`config.mk`:
```
export PLATFORM = sky130hd
export DESIGN_NAME = thermal_watch
export DESIGN_NICKNAME = d
export VERILOG_FILES = /design/src/rtl/thw_pkg.sv /design/src/rtl/thw_det.sv /design/src/rtl/thw_regs.sv /design/src/rtl/thermal_watch.sv
export SDC_FILE = /design/constraint.sdc
export NUM_CORES = 1
export LEC_CHECK = 0
export ABC_AREA = 1
export CORE_MARGIN = 4
export CORE_UTILIZATION = 62
export DETAILED_ROUTE_END_ITERATION = 6
export GPL_ROUTABILITY_DRIVEN = 0
export PLACE_DENSITY = 0.82
export SETUP_SLACK_MARGIN = 0.02
export SYNTH_ARGS = -nofsm -noshare
export SYNTH_HDL_FRONTEND = slang
export SYNTH_SLANG_ARGS = --single-unit
```
`constraint.sdc`:
```
create_clock -name clk -period 3.6 [get_ports clk]
set_clock_uncertainty 0.2 [all_clocks]
set_input_delay 0.36 -clock clk [delete_from_list [all_inputs] [get_ports clk]]
set_output_delay 0.36 -clock clk [all_outputs]
set_load 0.02 [all_outputs]
```
`src/rtl/thw_pkg.sv`:
```
package thw_pkg;
   localparam int unsigned LVL_NUM  = 3;
   localparam int unsigned WARN_NUM = 2;
   localparam int unsigned LVL_CRIT = 2;

   localparam logic [7:0] A_PEND_WARN = 8'h00;
   localparam logic [7:0] A_PEND_CRIT = 8'h01;
   localparam logic [7:0] A_MASK_WARN = 8'h02;
   localparam logic [7:0] A_MASK_CRIT = 8'h03;
   localparam logic [7:0] A_GATE      = 8'h04;
   localparam logic [7:0] A_STAT_BASE = 8'h05;
   localparam logic [7:0] A_WARN_BASE = 8'h10;
   localparam logic [7:0] A_CRIT_BASE = 8'h20;

   // address of the config byte of one warning level; the low byte follows
   function automatic logic [7:0] warn_cfg_addr(int unsigned lvl, int unsigned ch);
      return A_WARN_BASE + 8'(4 * ch + 2 * lvl);
   endfunction

   // bit position of a pending/mask flag inside its byte
   function automatic int unsigned flag_slot(int unsigned lvl, int unsigned ch);
      return (lvl == 1) ? 4 + ch : ch;
   endfunction
endpackage

```
`src/rtl/thw_det.sv`:
```
module thw_det #(
   parameter int unsigned CODE_W   = 10,
   parameter int unsigned HYST_W   = 4,
   parameter bit          BOTH_DIR = 1'b1
) (
   input  logic              clk,
   input  logic              rst_n,
   input  logic              smp_valid,
   input  logic              enable,
   input  logic [CODE_W-1:0] code,
   input  logic [CODE_W-1:0] thr,
   input  logic [HYST_W-1:0] hyst,
   output logic              hot,
   output logic              evt
);
   localparam int unsigned EXT_W = CODE_W + 1;

   logic [EXT_W-1:0] release_lvl;
   logic             go_hot, go_cold, upd;

   assign release_lvl = {1'b0, thr} + EXT_W'(hyst);
   assign go_hot      = !hot && (code <= thr);
   assign go_cold     = hot && ({1'b0, code} > release_lvl);
   assign upd         = smp_valid && enable;

   always_ff @(posedge clk or negedge rst_n) begin
      if (!rst_n)                hot <= 1'b0;
      else if (upd && go_hot)    hot <= 1'b1;
      else if (upd && go_cold)   hot <= 1'b0;
   end

   generate
      if (BOTH_DIR) begin : g_both
         assign evt = upd && (go_hot || go_cold);
      end else begin : g_hot_only
         assign evt = upd && go_hot;
      end
   endgenerate
endmodule

```
`src/rtl/thw_regs.sv`:
```
module thw_regs
   import thw_pkg::*;
#(
   parameter int unsigned NUM_CH = 4,
   parameter int unsigned CODE_W = 10,
   parameter int unsigned HYST_W = 4
) (
   input  logic                                           clk,
   input  logic                                           rst_n,
   input  logic                                           reg_we,
   input  logic [7:0]                                     reg_addr,
   input  logic [7:0]                                     reg_wdata,
   input  logic [LVL_NUM-1:0][NUM_CH-1:0]                 evt,
   input  logic [LVL_NUM-1:0][NUM_CH-1:0]                 hot,
   output logic [7:0]                                     reg_rdata,
   output logic [WARN_NUM-1:0][NUM_CH-1:0][CODE_W-1:0]    warn_thr,
   output logic [WARN_NUM-1:0][NUM_CH-1:0][HYST_W-1:0]    warn_hyst,
   output logic [WARN_NUM-1:0][NUM_CH-1:0]                warn_en,
   output logic [WARN_NUM-1:0][NUM_CH-1:0]                warn_thrtl,
   output logic [NUM_CH-1:0][7:0]                         crit_thr,
   output logic [LVL_NUM-1:0][NUM_CH-1:0]                 pend,
   output logic                                           gate,
   output logic                                           irq_out
);
   localparam int unsigned HI_THR_W = CODE_W - 8;

   logic [WARN_NUM-1:0][NUM_CH-1:0][7:0] cfg_q, low_q;
   logic [NUM_CH-1:0][7:0]               crit_q;
   logic [LVL_NUM-1:0][NUM_CH-1:0]       msk_q, pend_q, pend_clr;
   logic                                 gate_q;

   always_comb begin
      for (int l = 0; l < WARN_NUM; l++) begin
         for (int c = 0; c < NUM_CH; c++) begin
            warn_thr[l][c]   = {cfg_q[l][c][HI_THR_W-1:0], low_q[l][c]};
            warn_hyst[l][c]  = cfg_q[l][c][HYST_W+1:2];
            warn_en[l][c]    = cfg_q[l][c][6];
            warn_thrtl[l][c] = cfg_q[l][c][7];
         end
      end
   end

   always_comb begin
      for (int l = 0; l < LVL_NUM; l++) begin
         for (int c = 0; c < NUM_CH; c++) begin
            pend_clr[l][c] = reg_we
                          && (reg_addr == ((l == LVL_CRIT) ? A_PEND_CRIT : A_PEND_WARN))
                          && reg_wdata[flag_slot(l, c)];
         end
      end
   end

   always_ff @(posedge clk or negedge rst_n) begin
      if (!rst_n) begin
         cfg_q  <= '0;
         low_q  <= '0;
         crit_q <= '0;
         msk_q  <= '0;
         for (int l = 0; l < WARN_NUM; l++) msk_q[l] <= '1;
         pend_q <= '0;
         gate_q <= 1'b0;
      end else begin
         if (reg_we) begin
            for (int l = 0; l < WARN_NUM; l++) begin
               for (int c = 0; c < NUM_CH; c++) begin
                  if (reg_addr == warn_cfg_addr(l, c))         cfg_q[l][c] <= reg_wdata;
                  if (reg_addr == warn_cfg_addr(l, c) + 8'd1)  low_q[l][c] <= reg_wdata;
               end
            end
            for (int c = 0; c < NUM_CH; c++) begin
               if (reg_addr == A_CRIT_BASE + 8'(c)) crit_q[c] <= reg_wdata;
               if (reg_addr == A_MASK_WARN) begin
                  msk_q[0][c] <= reg_wdata[flag_slot(0, c)];
                  msk_q[1][c] <= reg_wdata[flag_slot(1, c)];
               end
               if (reg_addr == A_MASK_CRIT) msk_q[LVL_CRIT][c] <= reg_wdata[c];
            end
            if (reg_addr == A_GATE) gate_q <= reg_wdata[0];
         end
         // a fresh event outranks an acknowledge in the same cycle
         for (int l = 0; l < LVL_NUM; l++) begin
            for (int c = 0; c < NUM_CH; c++) begin
               if (evt[l][c])           pend_q[l][c] <= 1'b1;
               else if (pend_clr[l][c]) pend_q[l][c] <= 1'b0;
            end
         end
      end
   end

   always_comb begin
      reg_rdata = '0;
      case (reg_addr)
         A_PEND_WARN: for (int c = 0; c < NUM_CH; c++) begin
            reg_rdata[flag_slot(0, c)] = pend_q[0][c];
            reg_rdata[flag_slot(1, c)] = pend_q[1][c];
         end
         A_PEND_CRIT: for (int c = 0; c < NUM_CH; c++) reg_rdata[c] = pend_q[LVL_CRIT][c];
         A_MASK_WARN: for (int c = 0; c < NUM_CH; c++) begin
            reg_rdata[flag_slot(0, c)] = msk_q[0][c];
            reg_rdata[flag_slot(1, c)] = msk_q[1][c];
         end
         A_MASK_CRIT: for (int c = 0; c < NUM_CH; c++) reg_rdata[c] = msk_q[LVL_CRIT][c];
         A_GATE:      reg_rdata[0] = gate_q;
         default:     ;
      endcase
      for (int l = 0; l < LVL_NUM; l++) begin
         for (int c = 0; c < NUM_CH; c++) begin
            if (reg_addr == A_STAT_BASE + 8'(l)) reg_rdata[c] = hot[l][c];
         end
      end
      for (int l = 0; l < WARN_NUM; l++) begin
         for (int c = 0; c < NUM_CH; c++) begin
            if (reg_addr == warn_cfg_addr(l, c))        reg_rdata = cfg_q[l][c];
            if (reg_addr == warn_cfg_addr(l, c) + 8'd1) reg_rdata = low_q[l][c];
         end
      end
      for (int c = 0; c < NUM_CH; c++) begin
         if (reg_addr == A_CRIT_BASE + 8'(c)) reg_rdata = crit_q[c];
      end
   end

   assign crit_thr = crit_q;
   assign pend     = pend_q;
   assign gate     = gate_q;
   assign irq_out  = (|(pend_q & ~msk_q)) & ~gate_q;
endmodule

```
`src/rtl/thermal_watch.sv`:
```
module thermal_watch
   import thw_pkg::*;
#(
   parameter int unsigned NUM_CH = 4,
   parameter int unsigned CODE_W = 10,
   parameter int unsigned HYST_W = 4
) (
   input  logic                     clk,
   input  logic                     rst_n,
   input  logic                     sample_valid,
   input  logic [NUM_CH*CODE_W-1:0] sample_codes,
   input  logic                     crit_mode,
   input  logic                     reg_we,
   input  logic [7:0]               reg_addr,
   input  logic [7:0]               reg_wdata,
   output logic [7:0]               reg_rdata,
   output logic                     irq_out,
   output logic [NUM_CH-1:0]        hot_throttle
);
   localparam int unsigned PAD_W = CODE_W - 8;

   generate
      if (NUM_CH < 1 || NUM_CH > 4) begin : g_bad_ch
         $error("thermal_watch: NUM_CH must be 1..4");
      end
      if (CODE_W != 10) begin : g_bad_code
         $error("thermal_watch: CODE_W must be 10 for the byte register layout");
      end
      if (HYST_W != 4) begin : g_bad_hyst
         $error("thermal_watch: HYST_W must be 4");
      end
   endgenerate

   logic [WARN_NUM-1:0][NUM_CH-1:0][CODE_W-1:0] warn_thr;
   logic [WARN_NUM-1:0][NUM_CH-1:0][HYST_W-1:0] warn_hyst;
   logic [WARN_NUM-1:0][NUM_CH-1:0]             warn_en, warn_thrtl;
   logic [NUM_CH-1:0][7:0]                      crit_thr;
   logic [LVL_NUM-1:0][NUM_CH-1:0]              hot_lv, evt_lv, pend_lv;
   logic                                        gate;

   thw_regs #(.NUM_CH(NUM_CH), .CODE_W(CODE_W), .HYST_W(HYST_W)) u_regs (
      .clk(clk), .rst_n(rst_n), .reg_we(reg_we), .reg_addr(reg_addr),
      .reg_wdata(reg_wdata), .evt(evt_lv), .hot(hot_lv), .reg_rdata(reg_rdata),
      .warn_thr(warn_thr), .warn_hyst(warn_hyst), .warn_en(warn_en),
      .warn_thrtl(warn_thrtl), .crit_thr(crit_thr), .pend(pend_lv),
      .gate(gate), .irq_out(irq_out)
   );

   generate
      for (genvar c = 0; c < NUM_CH; c++) begin : g_ch
         logic [CODE_W-1:0] code, crit_wide;
         assign code = sample_codes[c*CODE_W +: CODE_W];

         for (genvar l = 0; l < WARN_NUM; l++) begin : g_warn
            thw_det #(.CODE_W(CODE_W), .HYST_W(HYST_W), .BOTH_DIR(1'b1)) u_det (
               .clk(clk), .rst_n(rst_n), .smp_valid(sample_valid),
               .enable(warn_en[l][c]), .code(code), .thr(warn_thr[l][c]),
               .hyst(warn_hyst[l][c]), .hot(hot_lv[l][c]), .evt(evt_lv[l][c])
            );
         end

         // critical byte scaled to code units per crit_mode
         assign crit_wide = crit_mode ? {crit_thr[c], {PAD_W{1'b0}}}
                                      : {1'b0, crit_thr[c], {(PAD_W-1){1'b0}}};

         thw_det #(.CODE_W(CODE_W), .HYST_W(HYST_W), .BOTH_DIR(1'b0)) u_crit (
            .clk(clk), .rst_n(rst_n), .smp_valid(sample_valid), .enable(1'b1),
            .code(code), .thr(crit_wide), .hyst('0),
            .hot(hot_lv[LVL_CRIT][c]), .evt(evt_lv[LVL_CRIT][c])
         );

         assign hot_throttle[c] = (hot_lv[0][c] & warn_thrtl[0][c])
                                | (hot_lv[1][c] & warn_thrtl[1][c]);
      end
   endgenerate
endmodule

```
# ---- After elaboration in Yosys (flattened, before gate mapping)
# Cells that the tools add are included.
# W data, S select, Z words.
dict set report totals {
  ff_bits 197
  inputBits 61
  output_inout_bits 13
  wordCells 357
}
dict set report classes {
  addsub 8
  n_lt_le_gt_ge 24
  n_eq_ne 27
  muxes 87
  bitwise 16
  reduce_logical 147
}
# cell count
set ops {}
lappend ops {{$mux W8} 20}
lappend ops {{$eq A8 B5 Y1 const B} 16}
lappend ops {{$le A10 B10 Y1} 12}
lappend ops {{$add A10 B4 Y11} 8}
lappend ops {{$gt A10 B11 Y1} 8}
lappend ops {{$logic_and A1 B1 Y1} 78}
lappend ops {{$mux W1} 60}
lappend ops {{$reduce_bool A2 Y1} 24}
lappend ops {{$reduce_and A2 Y1} 23}
lappend ops {{$gt A10 B10 Y1} 4}
lappend ops {{$mux W10} 4}
lappend ops {{$eq A8 B3 Y1 const B} 4}
lappend ops {{$eq A8 B6 Y1 const B} 4}
lappend ops {{$eq A8 B2 Y1 const B} 2}
lappend ops {{$and A12 B12 Y12} 1}
lappend ops {{$logic_not A1 Y1} 12}
lappend ops {{$not A12 Y12} 1}
lappend ops {{$pmux W3 S4} 1}
lappend ops {{$reduce_or A12 Y1} 1}
lappend ops {{$and A1 B1 Y1} 9}
lappend ops {{$eq A8 B1 Y1 const B} 1}
lappend ops {{$logic_not A8 Y1} 1}
lappend ops {{$logic_or A1 B1 Y1} 8}
lappend ops {{$pmux W4 S2} 1}
lappend ops {{3 further kinds} 6}

# ---- Depth between registers and ports, before layout
dict set report logic_depth {
  word_depth 25
  depth_mapped 20
  ltp_nobuf 20
}

# ---- Hierarchy
# From an unflattened synthesis, not the netlist that was laid out.
dict set report unflattened {
  hier_cells 2696
  hier_area_um2 18838.1
}
# mod n_inst cells_each area_per_inst_um2
set modules_own_cells {}
lappend modules_own_cells {thw_regs 1 1059 8448.1}
lappend modules_own_cells {{thw_det at g_ch[0].g_warn[0].u_det ...} 5 128 829.5}
lappend modules_own_cells {{thw_det at g_ch[1].g_warn[1].u_det ...} 3 126 825.8}
lappend modules_own_cells {{thw_det at g_ch[2].u_crit} 1 124 814.5}
lappend modules_own_cells {{thw_det at g_ch[0].u_crit} 1 124 813.3}
lappend modules_own_cells {{thw_det at g_ch[3].u_crit} 1 124 810.8}
lappend modules_own_cells {{thw_det at g_ch[1].u_crit} 1 126 808.3}
lappend modules_own_cells {thermal_watch 1 121 518.0}

# ---- Worst setup path before layout
# No wires, ideal clock.
dict set report synth_timing {
  path_kind {reg2reg}
  start {register u_regs.low_q, in the netlist u_regs.warn_thr[10]}
  end {register u_regs.pend_q, in the netlist u_regs.pend[1]}
  setup_ps 147
  arrival_time_ps 2505
  required_ps 3253
  setup_slack_ps 748
  stages_incl_launch_ff 15
  period_less_slack_ps 2852
  cell_sequence {dfrtp_1 ha_1 fa_1 nand3_1 nand2_1 nand2_1 nor2_1 xor2_1 ha_1 nand2_1 nor2_1 a211oi_1 nor2_1 o311ai_0 nand3_1}
}
dict set report synth_via {
  elab_chain_len 6
  word_cells_on_any_way 9
  cone_classes {1 x add/sub; 2 x order compare; 1 x mux; 5 x reduce/logical}
}
# element line_no
set synth_lines {}
lappend synth_lines {{from (decl)} thw_regs.sv:27} ;# logic [WARN_NUM-1:0][NUM_CH-1:0][7:0] cfg_q, low_q;
lappend synth_lines {{from (signal, indexed assignment)} thw_regs.sv:67} ;# if (reg_addr == warn_cfg_addr(l, c) + 8'd1) low_q[l][c] <= reg_wdata;
lappend synth_lines {{$add A10 B4 Y11} thw_det.sv:21} ;# assign release_lvl = {1'b0, thr} + EXT_W'(hyst);
lappend synth_lines {{$gt A10 B11 Y1} thw_det.sv:23} ;# assign go_cold = hot && ({1'b0, code} > release_lvl);
lappend synth_lines {{$logic_and A1 B1 Y1} thw_det.sv:23}
lappend synth_lines {{$logic_or A1 B1 Y1 *} thw_det.sv:34} ;# assign evt = upd && (go_hot || go_cold);
lappend synth_lines {{$logic_and A1 B1 Y1 *} thw_det.sv:34}
lappend synth_lines {{$mux W1 or $reduce_bool A2 Y1 (tied branches)} -}
lappend synth_lines {{to (signal assigned)} thw_regs.sv:60} ;# pend_q <= '0;
lappend synth_lines {{to (signal, indexed assignment)} thw_regs.sv:83} ;# if (evt[l][c]) pend_q[l][c] <= 1'b1;
lappend synth_lines {{to (signal, indexed assignment)} thw_regs.sv:84} ;# else if (pend_clr[l][c]) pend_q[l][c] <= 1'b0;
lappend synth_lines {{to (decl)} thw_regs.sv:29} ;# logic [LVL_NUM-1:0][NUM_CH-1:0] msk_q, pend_q, pend_clr;
# Mark *: on every way between the ends. The rest lies on a longest branch, timed or not.
# A chain may end at the register's enable or synchronous reset.

# ---- Worst setup path after layout
dict set report layout_timing {
  start {register u_regs.low_q, in the netlist u_regs.warn_thr[50]}
  end {register g_ch[1].g_warn[1].u_det.hot}
}
dict set report layout_via {
  elab_chain_len 5
  word_cells_on_any_way 9
  cone_classes {1 x add/sub; 2 x order compare; 1 x mux; 5 x reduce/logical}
}
# element line_no
set layout_lines {}
lappend layout_lines {{$add A10 B4 Y11} thw_det.sv:21}
lappend layout_lines {{$gt A10 B11 Y1} thw_det.sv:23}
lappend layout_lines {{$logic_and A1 B1 Y1} thw_det.sv:23}
lappend layout_lines {{$logic_and A1 B1 Y1} thw_det.sv:29} ;# else if (upd && go_cold) hot <= 1'b0;
lappend layout_lines {{$reduce_bool A2 Y1 (no line)} -}
lappend layout_lines {{to (signal assigned)} thw_det.sv:27} ;# if (!rst_n) hot <= 1'b0;
lappend layout_lines {{to (signal assigned)} thw_det.sv:28} ;# else if (upd && go_hot) hot <= 1'b1;
lappend layout_lines {{to (signal assigned)} thw_det.sv:29}
lappend layout_lines {{to (decl)} thw_det.sv:13} ;# output logic hot,
# Parallel ways exist; a longest one is shown, timed or not.

==> PnR_summary.wiki <==
{| class="wikitable"
! Metric !! Value
|-
| Diodes inserted || 0
|-
| Detailed Route WL || 51.7 mm
|-
| Number of setup violations in the final report || 0
|-
| CTS Buf Count || 17
|-
| CTS tree || built
|-
| Worst-path clk slew || 90 ps
|-
| Mean post-synth cell area || 7.56 µm²
|-
| Drt drc || 0
|-
| Clock tree buffer depth || 2
|-
| Net Sw Frac || 0.341
|-
| Total Die Area || 0.0276 mm²
|-
| Simple-gate area share of the yosys netlist || 0.237
|-
| Adder and majority cell fraction of the synthesized area || 0.194
|-
| Min Clock Period, post-route || 3380 ps
|-
| Worst slew pin tran || 1250 ps
|-
| Worst-case vdd ir drop || 0.000312 V
|-
| Power share of the sequential group || 0.449
|-
| IO Port Bufs || 73
|-
| Synthesized area || 0.0155 mm²
|-
| Final Power || 5.68 mW
|-
| Number of H-tree levels || 4
|-
| CTS root buf || sky130_fd_sc_hd__clkbuf_16
|-
| Net count, final || 2464
|-
| Compound-gate portion of the synthesized area || 0.156
|-
| X dimension of the die || 166 µm
|-
| Commonest non-fill, non-tap cell in the layout || sky130_fd_sc_hd__nand2_1
|-
| Number of standard cells in the layout, taps in and fillers out || 2504
|-
| Required time of the critical path || 3740 ps
|-
| Kind of end point of the critical path || flip-flop
|-
| Clock tree sinks || 197
|-
| Final Hold Violating Endpoints || 0
|-
| Async SR Flop Fraction || 1.00
|-
| Growth of design area from synthesis to finish || 14.3%
|-
| HPWL reported at the end of detailed placement || 39.2 mm
|-
| I/O pin count || 74
|-
| Overall fraction of global-route tracks in use || 0.365
|-
| Number of global-route vias before repair || 15200
|-
| Area contributors post-synth || sky130_fd_sc_hd__dfrtp_1 30%, sky130_fd_sc_hd__ha_1 18%, sky130_fd_sc_hd__nand2_1 13%
|-
| FF/Latch Area || 0.00494 mm²
|-
| Via density || 6.33
|-
| Area taken by multi-input logic gates || 0.00972 mm²
|-
| Switching pwr || 1.94 mW
|-
| First-pass GRT wire length || 81.0 mm
|-
| Initial cell density of the core || 0.635
|-
| Final clock period utilization by the worst path || 0.940
|-
| Portion of the post-synthesis area used by sequential elements || 0.318
|-
| Filler cell count in the final layout || 1921
|-
| Maximum number of pins on one net before global-route repair || 102
|-
| Run status || finished, final reports clean
|-
| RSZ-0062 raised after global routing || false
|-
| Proportion of layout cells with a drive suffix above 1 || 0.0826
|-
| WS Path Type || flip-flop to flip-flop
|-
| Synth Flop Type || sky130_fd_sc_hd__dfrtp_1
|-
| Critical path launch point type || flip-flop
|-
| Synth Warn # || 0
|-
| Max-Cap Viols || 0
|-
| Standby leakage power || 8.20 nW
|-
| Number of antenna violations at the first check in global routing || 1
|-
| Post-synthesis xor/xnor area fraction || 0.0299
|-
| Worst min-delay path category || flip-flop to flip-flop
|-
| Rel. slew slack || 0.163
|-
| Clock network latency to the later pin of the worst-skew pair || 450 ps
|-
| Number of library cell types mapped by synthesis || 48
|-
| Maximum fanout along the worst path || 4
|-
| Max Slew Vio Count || 0
|-
| Power share of the combinational group || 0.206
|-
| Internal power || 3.75 mW
|-
| First DRT Iteration DRCs || 2082
|-
| Max Clock Freq || 296 MHz
|-
| Number of enable flip-flop cells after synthesis || 0
|-
| Combinational family with the most area after synthesis || simple AND/OR/NAND/NOR gates
|-
| Proportion of power drawn by the clock network || 0.345
|-
| Height of the chip || 166 µm
|-
| Cell type contributing the most total cell area after synthesis || sky130_fd_sc_hd__dfrtp_1
|-
| Standard cell core area || 0.0245 mm²
|-
| Leftover overflow at the end of global routing || 0
|-
| Cell Pwr Density || 320 mW/mm²
|-
| Number of instances in the synthesized netlist || 2054
|-
| Number of flip-flops and latches in the synthesized netlist || 197
|-
| Arrival time at the worst endpoint || 3520 ps
|-
| Vias || 15900
|-
| Placed instance count || 2468
|-
| Wire length per cell after detailed routing || 20.6 µm
|-
| Number of placement rows || 57
|-
| Post-DRT Antenna Nets || 0
|-
| Commonest non-fill, non-tap cells in the layout || 537 x sky130_fd_sc_hd__nand2_1, 247 x sky130_fd_sc_hd__o21ai_0, 228 x sky130_fd_sc_hd__ha_1, 193 x sky130_fd_sc_hd__inv_1, 189 x sky130_fd_sc_hd__dfrtp_1
|-
| Multiplexer share of the synthesized area || 0.00322
|-
| Number of iterations in the first detailed-routing pass || 7
|-
| Top cell type's share of synthesized area || 0.305
|-
| Net Count, Synth || 2351
|}
-- layout make-up --
| class | count | area share |
|---|---|---|
| Inverter | 206 | 0.0437 |
| Timing Repair Buffer | 144 | 0.0734 |
| Sequential cell | 197 | 0.278 |
| Tap cell | 324 | 0.0228 |
| Multi-Input combinational cell | 1601 | 0.547 |
| Clock inverter | 15 | 0.0104 |
| Clock buffer | 17 | 0.0240 |
-- synthesized netlist by cell type (18+ instances only) --
master	instances
sky130_fd_sc_hd__ha_1	228
sky130_fd_sc_hd__nand4_1	56
sky130_fd_sc_hd__clkbuf_1	48
sky130_fd_sc_hd__nor3_1	18
sky130_fd_sc_hd__dfrtp_1	189
sky130_fd_sc_hd__nor2_1	133
sky130_fd_sc_hd__a21oi_1	113
sky130_fd_sc_hd__xor2_1	37
sky130_fd_sc_hd__inv_1	201
sky130_fd_sc_hd__nand2_1	544
sky130_fd_sc_hd__o21ai_0	248
sky130_fd_sc_hd__nand3_1	87
-- kinds of logic (layout without fill, tap and decap cells) --
family,count (synthesis),after routing
and+or+nand+nor,871,871
AOI/OAI and AO/OA,436,436
buffers and inverters,256,382
adders and majority gates,236,236
DFF,197,197
xor gates and xnor gates,53,53
muxes,5,5
-- final timing paths --
check / startpoint / slack (ps) / depth (start not counted) / end
worst max-delay path: u_regs.warn_thr[50] / 220 / 15 / g_ch[1].g_warn[1].u_det.hot
worst min-delay path: g_ch[3].u_crit.hot / 260 / 1 / u_regs.pend[11]
worst max register to register: u_regs.warn_thr[50] / 220 / 15 / g_ch[1].g_warn[1].u_det.hot
worst min register to register: g_ch[3].u_crit.hot / 260 / 1 / u_regs.pend[11]
max in group asynchronous: rst_n / 1820 / 3 / u_regs.warn_hyst[28]
min in group asynchronous: rst_n / 320 / 2 / u_regs.crit_thr[11]
-- sequential cells by signal, summed over array words and instances (netlist names) --
| signal | count |
|---|---|
| u_regs.warn_thr | 80 |
| u_regs.crit_thr | 32 |
| u_regs.warn_hyst | 32 |
| u_regs.msk_q | 12 |
| u_regs.pend | 12 |
| g_ch.g_warn.u_det.hot | 8 |
| u_regs.warn_en | 8 |
| u_regs.warn_thrtl | 8 |
| g_ch.u_crit.hot | 4 |
| u_regs.gate | 1 |
-- critical path: stages (launching register included) --
cell and delay, ps:
sky130_fd_sc_hd__dfrtp_1 450, sky130_fd_sc_hd__ha_1 250, sky130_fd_sc_hd__fa_1 420, sky130_fd_sc_hd__nand3_1 130, sky130_fd_sc_hd__nand2_1 60, sky130_fd_sc_hd__nand2_1 90, sky130_fd_sc_hd__nor2_1 90, sky130_fd_sc_hd__xor2_1 160
sky130_fd_sc_hd__ha_1 340, sky130_fd_sc_hd__nand4_1 160, sky130_fd_sc_hd__o221ai_1 250, sky130_fd_sc_hd__nand2_1 80, sky130_fd_sc_hd__a21boi_0 210, sky130_fd_sc_hd__o2111ai_1 220, sky130_fd_sc_hd__nand2_1 110, sky130_fd_sc_hd__nand2_1 60
-- per-stage QoR --
step                utilization  hold WS [ps]  instance area [µm²]  TNS (ps)  setup WS [ps]
floorplan                     -          -136                15500         0            748
global placement          0.695           246                17000     -1520           -272
detailed placement        0.695           253                17000     -2090           -353
CTS                       0.722           260                17700     -30.1          -30.1
global route              0.726           283                17700         0            100
finish                    0.726           258                17700         0            216
-- power by group through the flow --
stage,sequential (mW),clock (mW),combinational [mW]
3_5_place_dp,2.57,0,1.13
2_1_floorplan,2.49,0,0.696
3_3_place_gp,2.57,0,1.07
4_1_cts,2.53,1.94,1.14
6_report,2.55,1.96,1.17
5_1_grt,2.56,2.03,1.31
-- timing repair --
item,CTS,global route
cloned,0,1
pin swaps,2,11
hold buffers,1,0
buffers inserted,2,0
resized for setup,31,50
hold endpoints to repair,91,0
setup endpoints to repair,8,9
-- routing by layer --
layer,global-route usage,part of all wire
met5,0,0.00025
met4,0.197,0.069
met3,0.0905,0.11
met2,0.555,0.43
met1,0.482,0.39
Power figures use the tool's default switching activity.
